File: src/rtl/uic_pkg.sv
package uic_pkg;
  localparam int ADDR_W = 3;

  typedef enum logic [ADDR_W-1:0] {
    RS_PEND  = 3'd0,
    RS_ENA   = 3'd1,
    RS_ROUTE = 3'd2,
    RS_SENSE = 3'd3,
    RS_MODE  = 3'd4,
    RS_MPEND = 3'd5
  } reg_sel_e;
endpackage

File: src/rtl/uic_in_stage.sv
module uic_in_stage #(
  parameter int NUM_IN = 32
) (
  input  logic              clk,
  input  logic              rst_n,
  input  logic [NUM_IN-1:0] irq_raw,
  input  logic [NUM_IN-1:0] pol,
  input  logic [NUM_IN-1:0] trig,
  output logic [NUM_IN-1:0] set_o,
  output logic [NUM_IN-1:0] edge_o
);
  // active when the synchronised sample equals the sense bit
  function automatic logic apply_sense(input logic smp, input logic sense);
    return ~(smp ^ sense);
  endfunction

  for (genvar i = 0; i < NUM_IN; i++) begin : g_line
    logic meta_q, sync_q, prev_q, act;

    always_ff @(posedge clk or negedge rst_n) begin
      if (!rst_n) begin
        meta_q <= 1'b0;
        sync_q <= 1'b0;
        prev_q <= 1'b1;
      end else begin
        meta_q <= irq_raw[i];
        sync_q <= meta_q;
        prev_q <= act;
      end
    end

    assign act       = apply_sense(sync_q, pol[i]);
    assign edge_o[i] = act & ~prev_q;
    assign set_o[i]  = trig[i] ? edge_o[i] : act;
  end
endmodule

File: src/rtl/uic_regfile.sv
module uic_regfile
  import uic_pkg::*;
#(
  parameter int NUM_IN = 32
) (
  input  logic              clk,
  input  logic              rst_n,
  input  logic              bus_sel,
  input  logic              bus_wr,
  input  logic [ADDR_W-1:0] bus_addr,
  input  logic [NUM_IN-1:0] bus_wdata,
  input  logic [NUM_IN-1:0] set_i,
  output logic [NUM_IN-1:0] bus_rdata,
  output logic [NUM_IN-1:0] status_o,
  output logic [NUM_IN-1:0] enable_o,
  output logic [NUM_IN-1:0] crit_o,
  output logic [NUM_IN-1:0] pol_o,
  output logic [NUM_IN-1:0] trig_o
);
  function automatic logic wr_hit(input logic sel, input logic wr,
                                  input logic [ADDR_W-1:0] a, input reg_sel_e r);
    return sel && wr && (a == r);
  endfunction

  logic [NUM_IN-1:0] clr_mask;
  assign clr_mask = wr_hit(bus_sel, bus_wr, bus_addr, RS_PEND) ? bus_wdata : '0;

  always_ff @(posedge clk or negedge rst_n) begin
    if (!rst_n) begin
      status_o <= '0;
      enable_o <= '0;
      crit_o   <= '0;
      pol_o    <= '0;
      trig_o   <= '0;
    end else begin
      status_o <= (status_o & ~clr_mask) | set_i;
      if (wr_hit(bus_sel, bus_wr, bus_addr, RS_ENA))   enable_o <= bus_wdata;
      if (wr_hit(bus_sel, bus_wr, bus_addr, RS_ROUTE)) crit_o   <= bus_wdata;
      if (wr_hit(bus_sel, bus_wr, bus_addr, RS_SENSE)) pol_o    <= bus_wdata;
      if (wr_hit(bus_sel, bus_wr, bus_addr, RS_MODE))  trig_o   <= bus_wdata;
    end
  end

  always_comb begin
    case (bus_addr)
      RS_PEND:  bus_rdata = status_o;
      RS_ENA:   bus_rdata = enable_o;
      RS_ROUTE: bus_rdata = crit_o;
      RS_SENSE: bus_rdata = pol_o;
      RS_MODE:  bus_rdata = trig_o;
      RS_MPEND: bus_rdata = status_o & enable_o;
      default:  bus_rdata = '0;
    endcase
  end
endmodule

File: src/rtl/uic_irq_merge.sv
module uic_irq_merge #(
  parameter int NUM_IN = 32
) (
  input  logic [NUM_IN-1:0] status,
  input  logic [NUM_IN-1:0] enable,
  input  logic [NUM_IN-1:0] crit,
  output logic              irq_crit,
  output logic              irq_noncrit
);
  function automatic logic route_any(input logic [NUM_IN-1:0] st,
                                     input logic [NUM_IN-1:0] en,
                                     input logic [NUM_IN-1:0] cr,
                                     input logic want_crit);
    logic [NUM_IN-1:0] pick;
    pick = want_crit ? cr : ~cr;
    return |(st & en & pick);
  endfunction

  assign irq_crit    = route_any(status, enable, crit, 1'b1);
  assign irq_noncrit = route_any(status, enable, crit, 1'b0);
endmodule

File: src/rtl/uic_ctrl.sv
module uic_ctrl
  import uic_pkg::*;
#(
  parameter int NUM_IN = 32
) (
  input  logic              clk,
  input  logic              rst_n,
  input  logic [NUM_IN-1:0] irq_in,
  input  logic              bus_sel,
  input  logic              bus_wr,
  input  logic [ADDR_W-1:0] bus_addr,
  input  logic [NUM_IN-1:0] bus_wdata,
  output logic [NUM_IN-1:0] bus_rdata,
  output logic              irq_crit,
  output logic              irq_noncrit
);
  logic [NUM_IN-1:0] set_vec, edge_vec;
  logic [NUM_IN-1:0] status_w, enable_w, crit_w, pol_w, trig_w;

  uic_in_stage #(.NUM_IN(NUM_IN)) in_stage_i (
    .clk(clk), .rst_n(rst_n), .irq_raw(irq_in),
    .pol(pol_w), .trig(trig_w), .set_o(set_vec), .edge_o(edge_vec)
  );

  uic_regfile #(.NUM_IN(NUM_IN)) regs_i (
    .clk(clk), .rst_n(rst_n), .bus_sel(bus_sel), .bus_wr(bus_wr),
    .bus_addr(bus_addr), .bus_wdata(bus_wdata), .set_i(set_vec),
    .bus_rdata(bus_rdata), .status_o(status_w), .enable_o(enable_w),
    .crit_o(crit_w), .pol_o(pol_w), .trig_o(trig_w)
  );

  uic_irq_merge #(.NUM_IN(NUM_IN)) merge_i (
    .status(status_w), .enable(enable_w), .crit(crit_w),
    .irq_crit(irq_crit), .irq_noncrit(irq_noncrit)
  );
endmodule

File: config.mk
export PLATFORM = sky130hd
export DESIGN_NAME = uic_ctrl
export DESIGN_NICKNAME = d
export VERILOG_FILES = /design/src/rtl/uic_pkg.sv /design/src/rtl/uic_in_stage.sv /design/src/rtl/uic_regfile.sv /design/src/rtl/uic_irq_merge.sv /design/src/rtl/uic_ctrl.sv
export SDC_FILE = /design/constraint.sdc
export NUM_CORES = 1
export LEC_CHECK = 0
export ABC_AREA = 1
export BUFFER_PORTS_ARGS = -buffer_cell sky130_fd_sc_hd__buf_2
export CORE_ASPECT_RATIO = 1.2
export CORE_MARGIN = 2
export CORE_UTILIZATION = 50
export DETAILED_ROUTE_END_ITERATION = 10
export PLACE_DENSITY = 0.7
export SLEW_MARGIN = 20
export SYNTH_ARGS = -nofsm -noshare
export SYNTH_HDL_FRONTEND = slang
export SYNTH_HIERARCHICAL = 1
export SYNTH_SLANG_ARGS = --single-unit
File: constraint.sdc
create_clock -name clk -period 0.9 [get_ports clk]
set_clock_uncertainty 0.1 [all_clocks]
set_input_delay 0.045 -clock clk [delete_from_list [all_inputs] [get_ports clk]]
set_output_delay 0.045 -clock clk [all_outputs]
set_load 0.02 [all_outputs]
== Yosys cells after proc, flatten, opt, wreduce, memory -nomap -nowiden ==
Cells that the tools add are included.

* Register bits after elaboration: 256
* Bits of input ports: 71
* Output and inout port bits: 34
* Word-level logic and storage cells: 284

* Eq/ne operators: 5
* Multiplexer cells: 34
* Bitwise gates (word level): 135
* Reductions and logical operators: 9

{| class="wikitable"
|+ Operators with widths
! cell !! number
|-
| 32-bit case mux with 6 select lines || 1
|-
| 32-bit AND || 4
|-
| 1-bit NOT || 64
|-
| 32-bit NOT || 2
|-
| 32-bit OR reduction || 2
|-
| 1-bit AND || 32
|-
| 1-bit 2-to-1 mux || 32
|-
| 32-bit 2-to-1 mux || 1
|-
| 32-bit OR || 1
|-
| 1-bit bitwise XOR || 32
|-
| 3-bit by 2-bit == test with 1-bit output (second input constant) || 2
|-
| 3-bit == test (second input constant) || 2
|-
| 1-bit logical AND || 6
|-
| 3-bit by 1-bit == test with 1-bit output (second input constant) || 1
|-
| 3-bit zero test || 1
|}

== Depth between registers and ports, before layout ==
Gate-level depths: netlist of run 1.

* Depth in word-level cells: 6
* Depth in mapped cells: 8
* Mapped depth without buffers: 7

== By module ==
Netlist of run 1, hierarchy kept.

{| class="wikitable"
|+ Modules (own cells, without submodules)
! module !! seq. area each (um^2) !! area each (um^2) !! cells each !! instances
|-
| uic_regfile || 4003.8 || 7892.6 || 1014 || 1
|-
| uic_in_stage || 2442.3 || 3723.6 || 416 || 1
|-
| uic_irq_merge || 0.0 || 680.7 || 146 || 1
|}

== Worst setup path before layout of run 1 ==
OpenSTA, ideal clock, no wires.

* Kind: input-to-output
* From: input port bus_addr[0]
* To: output port bus_rdata[21]
* Arrival time: 0.934 ns
* Data required time: 0.755 ns
* Buffers on the path: 2
* Stages: 7
* Path slack: -0.179 ns
* Path through: buf_4 -> inv_2 -> clkbuf_1 -> nand4_1 -> nand2_1 -> nor2_1 -> nand2_1

* Word-level cells in the longest chain between the ends: 2

{| class="wikitable"
|+ Ends and longest elaborated chain
! what !! line !! RTL
|-
| from (decl) || uic_ctrl.sv:11 || <nowiki>input logic [ADDR_W-1:0] bus_addr,</nowiki>
|-
| 3-bit == test, or another cell as far along || uic_regfile.sv:45 || <nowiki>case (bus_addr)</nowiki>
|-
| 32-bit case mux with 6 select lines (*) || uic_regfile.sv:45 ||
|-
| to (decl) || uic_ctrl.sv:13 || <nowiki>output logic [NUM_IN-1:0] bus_rdata,</nowiki>
|}

Mark *: on every way between the ends. The rest lies on a longest branch, timed or not.

== Worst setup path in the final report of run 1 ==
* From: register regs_i.crit_o[28]
* To: output port irq_noncrit

* Word-level cells in the longest chain between the ends: 3

{| class="wikitable"
|+ Ends and longest elaborated chain
! what !! line !! RTL
|-
| from (decl) || uic_regfile.sv:16 || <nowiki>output logic [NUM_IN-1:0] crit_o,</nowiki>
|-
| from (signal assigned) || uic_regfile.sv:38 || <nowiki>if (wr_hit(bus_sel, bus_wr, bus_addr, RS_ROUTE)) crit_o <= bus_wdata;</nowiki>
|-
| 32-bit NOT || uic_irq_merge.sv:15 || <nowiki>pick = want_crit ? cr : ~cr;</nowiki>
|-
| 32-bit AND || uic_irq_merge.sv:16 || <nowiki>return |(st & en & pick);</nowiki>
|-
| 32-bit OR reduction || uic_irq_merge.sv:16 ||
|-
| to (decl) || uic_ctrl.sv:15 || <nowiki>output logic irq_noncrit</nowiki>
|}

No other way between the ends.

==> results of run 1 <==
==> how the worst max path moves through the flow <==
stage	end	slack (ns)
finish	irq_noncrit	-1.01
global route	irq_noncrit	-1.07
CTS	irq_noncrit	-0.99
detailed placement	irq_noncrit	-0.56
global placement	irq_crit	-0.55
floorplan	regs_i/status_o[16]	-0.13
==> flip-flops by register name, summed over array words and instances (netlist names) <==
| signal | count |
|---|---|
| regs_i/pol_o | 32 |
| regs_i/enable_o | 32 |
| regs_i/trig_o | 32 |
| in_stage_i/g_line.sync_q | 32 |
| in_stage_i/g_line.meta_q | 32 |
| regs_i/status_o | 32 |
| regs_i/crit_o | 32 |
| in_stage_i/g_line.prev_q | 32 |
==> through the flow <==
step	setup slack (ns)	area, um^2
floorplan	-0.1298	12520
global route	-1.066	17710
detailed placement	-0.5609	14720
finish	-1.014	17710
global placement	-0.5528	14720
CTS	-0.9907	17090
==> worst reg2reg max path, delay by kind of cell, from the launching register on <==
kind / cells / cell delay (ns)
flip-flops: 1 / 0.41
buffers and inverters: 3 / 0.25
AND/OR/NAND/NOR: 4 / 0.23
==> report_power, final <==
part	internal (mW)	total [mW]	switching, mW
registers	13.4	14.7	1.33
clock network	6.63	11.3	4.66
logic	5.53	11.2	5.64
==> what timing repair did <==
| action | 4_1_cts | 5_1_grt |
|---|---|---|
| resized for setup | 257 | 219 |
| pin swaps | 158 | 121 |
| setup buffers | 27 | 37 |
| hold endpoints to repair | 448 | 7 |
| endpoints found under the setup margin | 94 | 148 |
==> routing by layer <==
| layer | share of wire [%] | up-vias | global-route usage, % |
|---|---|---|---|
| li1 | - | 5591 | - |
| met1 | 39 | 5702 | 35.60 |
| met2 | 50 | 507 | 49.43 |
| met3 | 6.7 | 118 | 3.473 |
| met4 | 4.1 | 0 | 11.53 |
| met5 | 0 | - | 0 |
==> cell type report <==
class / count / area share, %
Multi-Input combinational cell: 968 / 29.05
Clock buffer: 46 / 4.740
Timing Repair Buffer: 410 / 21.81
Clock inverter: 6 / 0.3320
Tap cell: 320 / 2.261
Inverter: 248 / 5.397
Sequential cell: 256 / 36.41
==> placed cells by master (no fill, tap or decap), drive strengths merged <==
master and instances:
bufinv 1, clkinv 4, nand3 87, dlygate4sd3 65, dfrtp 224, nand3b 9
inv 249, clkbuf 48, nand2 492, buf 343, nand4 98, dfstp 32
o21ai 131, nor2 119, a21oi 32
==> key figures, run 1 <==
GRT
  – Largest net degree at the start of global routing: 59
  – Initial antenna violation count: 0
  – Global-route wire length before repair: 58.47 mm
  – Gr ovfl total: 0
  – GRT Overall Usage: 28.21%
  – Vias in the first global route: 11,910

STA
  – Final Cycle Share: 212.6%
  – Final TNS setup: -32.49 ns
  – Final setup vio count: 97
  – Hold WS: -0.1750 ns
  – Tightest Pin Transition: 0.3371 ns
  – Slew Limit Fails: 0
  – RSZ-0062 raised after global routing: yes
  – Final min period: 1.914 ns
  – Hold Vio Cnt, Final: 7
  – Worst setup margin: -1.014 ns
  – FMAX: 522.6 MHz
  – Slew headroom: 77.53%

Cells and area
  – Area used by multi-input combinational logic: 5145 um^2
  – Post-layout util: 73.89%
  – Fin cells: 2,254
  – Diode count: 0
  – Fillers: 1,643
  – FF+latch area: 6449 um^2
  – P&R area growth vs syn: 45.45%
  – Layout cells sized above 1: 37.64%
  – Fin nets: 1,983

Power and ir drop
  – Pwr/cell area: 2100 nW/um^2
  – Leak: 9.229 nW
  – Final Power: 37.20 mW
  – VDD IR max: 2.102 mV

Place
  – Hpwl dp: 23.00 mm
  – Gpl congestion: 0.8465
  – Dpl cells: 2,109
  – PortBufs: 104

Setup path
  – Worst Path Buf+Inv: 2
  – CP Max Fanout: 4
  – Worst setup path startpoint: regs_i/crit_o[28]
  – Crit Reg-Reg Endpoint: regs_i/status_o[12]
  – R2r setup slk: -0.20 ns
  – Cells along the critical path: inv_1, nand3_2, nand2_2, nor2_2, nand2_1, nor2_4, nand2_4, buf_6
  – Worst Path Required: 0.75 ns
  – WS Path Type: reg2out
  – Startpoint Class: flop
  – Worst r2r path cells: 7
  – Crit end category: output port
  – Worst path depth: 8
  – Top Family by Delay on Critical Path: simple AND/OR/NAND/NOR gates
  – WP data arrival: 1.77 ns
  – Slowest CP cell: dfrtp_1
  – CP max stage delay: 0.43 ns
  – Worst r2r src: regs_i/pol_o[12]

Floorplan
  – Core area: 23,970 um^2
  – Initial cell density of the core: 50.80%
  – Chip Height: 175.0 um
  – FP Rows: 62
  – I/O pin count: 105
  – Die W: 146.5 um
  – Die Area: 25,620 um^2

Run status
  – Outcome: finished with violations
  – Violated checks: negative hold slack, negative setup slack

Logic synthesis
  – Avg Cell Area, Syn: 7.886 um^2
  – Warnings from Yosys: 6
  – Synth Net Count: 1,615
  – Syn Std Cell Area: 12,180 um^2
  – Post-Synthesis Cells: 1,544

Route
  – Via count: 11,920
  – DRC: 0
  – Routed len/inst: 16.51 um
  – Pre-Repair DR Iteration Count: 6
  – Detail Route Antenna Nets: 0
  – DRT Wirelength: 37.20 mm
  – Vias per inst: 5.287
  – Initial DRC count: 837

Clock tree
  – Hold buffer count at CTS: 65
  – Clk sinks: 256
  – Total CTS buffers: 28
  – Htree depth: 1
  – Clk root buf: clkbuf_16
  – CTS tree: yes
  – Clock slew at reported path FFs: 0.06 ns
  – Clock latency on the worst-skew pair: 0.55 ns
  – Clk buf depth: 3

Flow run
  – Max-Cap Viols: 0

Hold path
  – HP Class: in2async
No activity file was read; power rests on OpenSTA's default activity.
==> inputs of run 2 (changes only) <==
--- a/config.mk
+++ b/config.mk
@@ -9,9 +9,9 @@
 export BUFFER_PORTS_ARGS = -buffer_cell sky130_fd_sc_hd__buf_2
 export CORE_ASPECT_RATIO = 1.2
 export CORE_MARGIN = 2
-export CORE_UTILIZATION = 50
+export CORE_UTILIZATION = 54
 export DETAILED_ROUTE_END_ITERATION = 10
-export PLACE_DENSITY = 0.7
+export PLACE_DENSITY = 0.75
 export SLEW_MARGIN = 20
 export SYNTH_ARGS = -nofsm -noshare
 export SYNTH_HDL_FRONTEND = slang
==> key figures, run 2 (synthesized netlist as in run 1, its figures left out) <==
Run status
  – Outcome: finished with violations (unchanged)
  – Violated checks: negative hold slack, negative setup slack (unchanged)

Setup path
  – Crit end category: output port (unchanged)
  – CP Max Fanout: 4 (unchanged)
  – WP data arrival: 1.78 ns (was 1.77 ns)
  – Worst Path Required: 0.75 ns (about the same)
  – Startpoint Class: flop (unchanged)
  – WS Path Type: reg2out (unchanged)

Clock tree
  – Clk sinks: 256 (unchanged)
  – CTS tree: yes (unchanged)
  – Total CTS buffers: 27 (was 28)
  – Clock slew at reported path FFs: 0.06 ns (about the same)
  – Clk root buf: clkbuf_16 (unchanged)
  – Clock latency on the worst-skew pair: 0.54 ns (was 0.55 ns)
  – Hold buffer count at CTS: 66 (was 65)
  – Htree depth: 1 (unchanged)
  – Clk buf depth: 3 (unchanged)

Cells and area
  – Area used by multi-input combinational logic: 5192 um^2 (was 5145 um^2)
  – Diode count: 0 (unchanged)
  – Commonest cells after routing, fill and taps aside: nand2_1, dfrtp_1, inv_1 (unchanged)
  – Fin area: 17,900 um^2 (was 17,710 um^2)
  – Leading cell type in the layout, fill and taps excluded: nand2_1 (unchanged)
  – FF+latch area: 6450 um^2 (was 6449 um^2)
  – Fillers: 1,269 (was 1,643)
  – Layout cells sized above 1: 38.60% (was 37.64%)
  – Fin cells: 2,214 (was 2,254)
  – P&R area growth vs syn: 47.04% (was 45.45%)
  – Fin nets: 1,985 (was 1,983)

Place
  – Hpwl dp: 22.48 mm (was 23.00 mm)
  – Dpl cells: 2,063 (was 2,109)
  – Placed cell areas: 14,720 um^2 (about the same)
  – PortBufs: 104 (unchanged)
  – Gpl congestion: 0.8622 (was 0.8465)

GRT
  – Global-route wire length before repair: 58.42 mm (was 58.47 mm)
  – GRT Overall Usage: 30.56% (was 28.21%)
  – Largest net degree at the start of global routing: 48 (was 59)
  – Gr ovfl total: 0 (unchanged)
  – Vias in the first global route: 12,090 (was 11,910)
  – Initial antenna violation count: 0 (unchanged)

Floorplan
  – Chip Height: 168.5 um (was 175.0 um)
  – Core area: 22,300 um^2 (was 23,970 um^2)
  – FP Rows: 60 (was 62)
  – Die W: 141.1 um (was 146.5 um)
  – I/O pin count: 105 (unchanged)
  – Die Area: 23,770 um^2 (was 25,620 um^2)
  – Initial cell density of the core: 54.61% (was 50.80%)

Flow run
  – Max-Cap Viols: 0 (unchanged)

STA
  – Slew headroom: 77.40% (was 77.53%)
  – Hold WS: -0.01729 ns (was -0.1750 ns)
  – Worst setup margin: -1.023 ns (was -1.014 ns)
  – FMAX: 519.9 MHz (was 522.6 MHz)
  – Final min period: 1.923 ns (was 1.914 ns)
  – Slew Limit Fails: 0 (unchanged)
  – Hold Vio Cnt, Final: 14 (was 7)
  – Final setup vio count: 96 (was 97)
  – Final Cycle Share: 213.7% (was 212.6%)
  – Tightest Pin Transition: 0.3390 ns (was 0.3371 ns)
  – RSZ-0062 raised after global routing: yes (unchanged)

Power and ir drop
  – VDD IR max: 2.178 mV (was 2.102 mV)
  – Pwr/cell area: 2147 nW/um^2 (was 2100 nW/um^2)
  – Leak: 9.329 nW (was 9.229 nW)

Route
  – Detail Route Antenna Nets: 0 (unchanged)
  – DRT Wirelength: 39.20 mm (was 37.20 mm)
  – Vias per inst: 5.603 (was 5.287)
  – DRC: 0 (unchanged)
  – Pre-Repair DR Iteration Count: 5 (was 6)
  – Routed len/inst: 17.70 um (was 16.51 um)
  – Via count: 12,400 (was 11,920)
  – Initial DRC count: 1,514 (was 837)

Hold path
  – HP Class: in2async (unchanged)
==> run 2: cell types whose count changed in the layout (fill, tap and decap cells not counted), sizes merged <==
cell and change:
clkinv +4, clkinvlp +2, bufinv +5, dlygate4sd3 +1, buf +4, clkbuf -15
==> run 2: where the power goes <==
part	internal [mW]	leakage, nW	switching (mW)
logic	5.56	5.90	5.79
registers	13.4	2.95	1.44
clock network	7.47	0.479	4.76
total	26.4	9.33	12.0
==> run 2: final cells by class <==
type / instances / share of cell area (%)
clock buffers: 33 / 4.067
clock inverters: 17 / 1.363
inverters: 248 / 5.339
multi-input cells: 968 / 29.00
flip-flops and latches: 256 / 36.02
well taps: 279 / 1.950
repair buffers: 413 / 22.26
==> run 2: per-layer routing <==
layer  routed length [um]  global-route usage, %  part of all wire (%)  up-vias
met3                 3347                  3.876                   8.5      200
met4                 2115                  14.35                   5.4        0
met2                19450                  54.05                    50      756
met5                    0                      0                     0        -
li1                     -                      -                     -     5596
met1                14280                  37.17                    36     5852
==> run 2: final timing paths <==
check | start | end | slack (ns) | depth (start not counted)
hold reg to reg | in_stage_i/g_line[6].meta_q | in_stage_i/g_line[6].sync_q | 0.25 | 0
hold / removal | rst_n | regs_i/status_o[15] | -0.02 | 3
min in group clk | irq_in[16] | in_stage_i/g_line[16].meta_q | 0.04 | 2
setup / recovery | regs_i/enable_o[27] | irq_crit | -1.02 | 7
setup reg to reg | regs_i/pol_o[0] | regs_i/status_o[0] | -0.25 | 8
max in group asynchronous | rst_n | in_stage_i/g_line[20].sync_q | 0.05 | 3
==> run 2: stage by stage <==
stage | TNS, ns | setup WS (ns) | util (%) | power [mW] | hold WS, ns
2_1_floorplan | -11.89 | -0.1298 | - | 18.94 | -0.3506
3_3_place_gp | -64.94 | -0.5069 | 66.02 | 22.37 | -0.2267
3_5_place_dp | -68.20 | -0.5160 | 66.02 | 22.66 | -0.2277
4_1_cts | -31.00 | -0.9401 | 77.21 | 36.83 | -0.02258
5_1_grt | -38.18 | -1.094 | 80.30 | 40.11 | -0.008662
6_report | -33.37 | -1.023 | 80.30 | 38.43 | -0.01729
==> run 2: worst max-delay path, stage by stage, from the launching register on <==
cell and delay (ns):
dfrtp_1 0.42, nand3_1 0.12, nand2_1 0.16, nor2_1 0.13, nand2_1 0.06, nor2_1 0.11
nand2_2 0.09, buf_6 0.14
==> run 2: timing repair <==
item / CTS / global route
endpoints found under the setup margin: 91 / 140
hold endpoints to repair: 448 / 5
resized for setup: 250 / 239
pin swaps: 175 / 118
buffers inserted: 35 / 34
